==> src/rtl/shift_sub_divider.sv <==
module shift_sub_divider #(
  parameter int QW = 4
) (
  input  logic            clk,
  input  logic            rst_n,
  input  logic            start,
  input  logic [2*QW-1:0] dividend,
  input  logic [QW-1:0]   divisor,
  output logic [QW-1:0]   quotient,
  output logic [QW-1:0]   remainder,
  output logic            overflow,
  output logic            ready
);
  localparam int DW = 2 * QW;
  localparam int XW = DW + 1;
  localparam int CW = $clog2(QW + 1);
  localparam logic [CW-1:0] LAST = CW'(QW - 1);

  typedef enum logic [1:0] {S_IDLE, S_CHK, S_RUN, S_END} st_t;

  st_t            st;
  logic [XW-1:0]  x;
  logic [QW-1:0]  dsr;
  logic [CW-1:0]  nshift;
  logic [QW:0]    upper;
  logic [QW:0]    diff;
  logic           c;

  assign upper     = x[XW-1:QW];
  assign c         = upper >= {1'b0, dsr};
  assign diff      = upper - {1'b0, dsr};
  assign quotient  = x[QW-1:0];
  assign remainder = x[DW-1:QW];
  assign ready     = (st == S_IDLE);

  always_ff @(posedge clk or negedge rst_n) begin
    if (!rst_n) begin
      st       <= S_IDLE;
      x        <= '0;
      dsr      <= '0;
      nshift   <= '0;
      overflow <= 1'b0;
    end else begin
      unique case (st)
        S_IDLE: if (start) begin
          x        <= {1'b0, dividend};
          dsr      <= divisor;
          overflow <= 1'b0;
          nshift   <= '0;
          st       <= S_CHK;
        end
        S_CHK: begin
          if (c) begin
            overflow <= 1'b1;
            st       <= S_IDLE;
          end else begin
            x      <= {x[XW-2:0], 1'b0};
            nshift <= nshift + 1'b1;
            st     <= S_RUN;
          end
        end
        S_RUN: begin
          if (c) begin
            x <= {diff, x[QW-1:1], 1'b1};
          end else begin
            x      <= {x[XW-2:0], 1'b0};
            nshift <= nshift + 1'b1;
            if (nshift == LAST) st <= S_END;
          end
        end
        S_END: begin
          if (c) x <= {diff, x[QW-1:1], 1'b1};
          st <= S_IDLE;
        end
        default: st <= S_IDLE;
      endcase
    end
  end

  // an accepted start makes the block busy on the next cycle
  assert_start_busy_R2: assert property (@(posedge clk) disable iff (!rst_n)
    ready && start |=> !ready);

  // a fitting divisor right after load means overflow and an immediate return
  assert_no_overflow_R3: assert property (@(posedge clk) disable iff (!rst_n)
    (st == S_CHK) && c |=> ready && overflow);

  // a finished division leaves a remainder below the divisor
  assert_rem_small_R4: assert property (@(posedge clk) disable iff (!rst_n)
    $rose(ready) && !overflow |-> remainder < dsr);

  // each accepted start clears the flag
  assert_ovf_clear_R5: assert property (@(posedge clk) disable iff (!rst_n)
    ready && start |=> !overflow);

  // the flag holds while idle without a start
  assert_ovf_hold_R5: assert property (@(posedge clk) disable iff (!rst_n)
    ready && !start |=> $stable(overflow));

  // the captured divisor stays put while busy
  assert_dsr_stable_R7: assert property (@(posedge clk) disable iff (!rst_n)
    !ready |=> $stable(dsr));

  // never more shifts than quotient digits
  assert_shift_bound_R6: assert property (@(posedge clk) disable iff (!rst_n)
    nshift <= CW'(QW));
endmodule

==> config.mk <==
export PLATFORM = sky130hd
export DESIGN_NAME = shift_sub_divider
export DESIGN_NICKNAME = d
export VERILOG_FILES = /design/src/rtl/shift_sub_divider.sv
export SDC_FILE = /design/constraint.sdc
export NUM_CORES = 1
export LEC_CHECK = 0
export BUFFER_PORTS_ARGS = -buffer_cell sky130_fd_sc_hd__buf_2
export CORE_UTILIZATION = 45
export CTS_CLUSTER_DIAMETER = 200
export DETAILED_ROUTE_END_ITERATION = 7
export GPL_TIMING_DRIVEN = 0
export HOLD_SLACK_MARGIN = 0.03
export PLACE_DENSITY = 0.67
export SYNTH_ARGS = -nofsm -noshare
export SYNTH_HDL_FRONTEND = slang
export SYNTH_SLANG_ARGS = --single-unit
==> constraint.sdc <==
create_clock -name clk -period 2.9 [get_ports clk]
set_input_delay 0.58 -clock clk [delete_from_list [all_inputs] [get_ports clk]]
set_output_delay 0.58 -clock clk [all_outputs]
set_load 0.03 [all_outputs]
### Word level (Yosys, flattened, before mapping)

Cells that the tools add are included.
W data, S select, Z words.

* add/subtract/negate cells: 2
* $lt $le $gt $ge: 1
* eq/ne operators: 11
* muxes and demuxes: 16
* bitwise gates (word level): 1
* reductions and logical operators: 10

Operators by type and width (count)
* $mux W9: 4
* $pmux W9 S4: 1
* $ne A2 B2 Y1 const B: 7
* $reduce_and A3 Y1: 4
* $mux W2: 4
* $pmux W2 S4: 1
* $mux W3: 2
* $pmux W3 S2: 1
* $ge A5 B4 Y1: 1
* $sub A5 B4 Y5: 1
* $eq A2 B2 Y1 const B: 2
* $reduce_and A4 Y1: 1
* $reduce_bool A2 Y1: 2
* $add A3 B1 Y3 const B: 1
* $eq A3 B2 Y1 const B: 1
* $eq A2 B1 Y1 const B: 1
* $logic_not A2 Y1: 1
* $mux W1: 2
* $pmux W1 S2: 1
* $reduce_and A2 Y1: 1
* $reduce_or A2 Y1: 1
* $not A1 Y1: 1

* register bits after elaboration: 19
* input port bits: 15
* logic and storage cells: 47

### Logic depth before layout (Yosys ltp)

* word-level depth: 4
* depth in mapped cells: 9
* mapped depth without buffers: 9

### Least setup slack after synthesis

OpenSTA, ideal clock, no wires.

* kind: flip-flop to flip-flop
* from: register x[6]
* to: register x[4]
* setup time: 125 ps
* arrival: 1965 ps
* required time: 2775 ps
* path slack: 810 ps
* stages on the path, launching flop included: 8
* buffers on the path: 1
* clock period less this slack: 2090 ps
* cell sequence: dfrtp_1 -> ha_1 -> o21a_1 -> a21boi_2 -> o21ai_0 -> and2_1 -> buf_4 -> mux2_4

* longest elaborated chain between the ends: 3

Ends and longest elaborated chain
* start, declared: line 22 `logic [XW-1:0] x;`
* start signal, assigned: line 46 `x <= {1'b0, dividend};`
* start signal, assigned: line 57 `x <= {x[XW-2:0], 1'b0};`
* start signal, assigned: line 64 `x <= {diff, x[QW-1:1], 1'b1};`
* $ge A5 B4 Y1 *: line 30 `assign c = upper >= {1'b0, dsr};`
* $mux W9 or $ne A2 B2 Y1 (tied branches)
* $pmux W9 S4 or $reduce_and A3 Y1 (tied branches)

Mark *: on every way between the ends. The rest lies on a longest branch, timed or not. The select of a mux whose other input is x is not followed.
A chain may end at the register's enable or synchronous reset.

### Final worst setup path

* from: register x[6]
* to: register x[5]

Same word-level chain as after synthesis.

==> reports/metrics.cfg <==
[yosys]
syn_inst = 153
seq_area_frac_synth_pct = 33.90
synth_edf_count = 0
synth_common_cells = dfrtp_1 (19), nand2_1 (14), inv_1 (13), o21ai_0 (13)
synth_area_um2 = 1403
synth.most_common_cell = dfrtp_1
synth_flop_cell = dfrtp_1
ys_seq_elements = 19
synth_cell_types = 39
syn_area_per_cell_um2 = 9.167
synth.largest_area_cell = dfrtp_1
syn_nets = 179
yosysWarnings = 0
synthTopCellsByArea = dfrtp_1 (34%), ha_1 (8.9%), mux2_2 (5.6%)
ys_async_sr_fraction_pct = 100.0
synth_top_area_share_pct = 33.90

[job]
cap_violations = 0

[clocking]
cts-resized-gates = 0
cts_hold_buffers = 0
cts_buffer_depth = 2
clkLatencyLatePin_ns = 0.30
tritoncts = yes
clkSinkCount = 19
cts_setup_buffers = 0
cts_buffers = 3
cts-root-buf = clkbuf_4
htree_levels = 1
clk_pin_slew_ns = 0.12

[floorplanning]
start_util_pct = 49.17
num_rows = 19
core_area_um2 = 2853
die_x_um = 57.83
die_h_um = 57.83
boundaryPins = 25
fp.dieArea_um2 = 3344

[placed_design]
dp_hpwl_um = 2346
place_congestion = 0.8334
port_buffers = 24
dpl_worst_slack_ns = 0.5273

[global_routing]
grt_pass1_wl_um = 5078
track_usage_pct = 19.82
antenna_found_initial = 0
grt_pass1_vias = 1151
gr-total-overflow = 0
grt_max_degree = 20

[route]
drc = 3
antenna_left = 0
post_drt_via_cell_ratio = 5.604
drt_iter0_markers = 26
firstDrtPassIters = 6
wl_per_cell_um = 14.10
route.final.wire_length_um = 2989
vias = 1188

[critical_path]
cp-end-kind = flop
required_ns = 3.09
worst_r2r_path_depth = 7
cp.arrival_ns = 2.56
path_class = reg -> reg
crit_path_start_kind = flop
crit_fanout = 6

[layout]
fill_cells = 266
final_nets = 208
antennaDiodeCount = 0
area_growth_pct = 13.29
drive_gt1_share_pct = 28.18

[timing]
fin_crit_ns = 2.376
fin_skew_ns = 0.007907
setup_viol = 0
maxSlewHeadroom_pct = 67.31
rsz0062_at_grt = false
slew_violations = 0
fmax_ghz = 0.4209
fin_ws_ns = 0.5242
hold_violations = 0
tightest_slew_ns = 0.4852
fin_crit_sh_pct = 81.92
setup-tns-final_ns = 0

[outcome]
violations = DRC
status = finished, violations left

[hold_path]
hp-class = in -> async

[cells by family after synthesis]
logic type                 count (synthesis)  synth area share [%]
AOI/OAI and AO/OA                         45                 23.02
xor gates and xnor gates                   3                 1.874
adders and majority gates                 11                 10.35
buffers and inverters                     26                 9.991
DFF                                       19                 33.90
muxes                                     10                 8.475
and+or+nand+nor                           39                 12.40
[stage by stage]
step	hold WS, ns	instances	instance area [um^2]	utilization, %
4_1_cts	0.2184	212	1589	55.70
6_report	0.2028	212	1589	55.70
3_5_place_dp	0.4749	208	1562	54.74
5_1_grt	0.2357	212	1589	55.70
2_1_floorplan	0.2844	153	1403	-
3_3_place_gp	0.4684	208	1562	54.74
[worst max-delay path, cell delays in order, from the launching register on]
cell      delay (ns)
dfrtp_1         0.44
ha_1            0.38
o21a_1          0.21
a21boi_2        0.17
o21ai_0         0.43
and2_1          0.20
buf_4           0.15
mux2_4          0.30
[layer usage]
metal | up-vias | track usage, % | part of all wire, %
met5 | - | 0 | 0
met4 | 0 | 6.803 | 1.4
met3 | 4 | 2.679 | 3.2
met2 | 25 | 33.17 | 47
met1 | 562 | 26.38 | 49
li1 | 597 | - | -
[flip-flops by register name, summed over array words and instances, names as in the netlist, named ones only]
name and count:
dsr 4, nshift 3, x 9, st 1, overflow 1
[final cells by class]
type,instances,area [um^2],area share [%]
Clock inverter,1,5.005,0.3150
Timing Repair Buffer,24,120.1,7.559
Clock buffer,3,22.52,1.417
Multi-Input combinational cell,108,787.0,49.53
Sequential cell,19,475.5,29.92
Buffer,13,91.34,5.748
Tap cell,31,38.79,2.441
Inverter,13,48.80,3.071
[layout by cell type, fill, tap and decap left out, types with 2 or more instances in the layout]
master / n
a31oi_1: 4
a221oi_1: 2
ha_1: 10
o221ai_1: 3
o21ai_0: 13
nand2_1: 14
clkbuf_4: 3
dfrtp_1: 19
clkbuf_1: 2
nor3_1: 2
nor2_1: 10
inv_1: 13
and2_1: 2
mux2_4: 2
nor2b_1: 2
mux2_2: 7
a21boi_0: 2
buf_2: 25
o31ai_1: 3
a21oi_1: 4
nand2b_1: 2
buf_4: 9
nand3_1: 6
xor2_1: 3
a22o_1: 3
[worst paths after layout]
kind / start / endpoint / slack, ns
max reg2reg: x[6] / x[5] / 0.52
min: rst_n / x[0] / 0.20
min in group clk: nshift[2] / nshift[2] / 0.50
max in group asynchronous: rst_n / x[8] / 2.38
min reg2reg: nshift[2] / nshift[2] / 0.50
max: x[6] / x[5] / 0.52
Power is left out: the tool's default activity adds up to more than one toggle a clock period on the data nets, which glitch-free logic cannot reach.
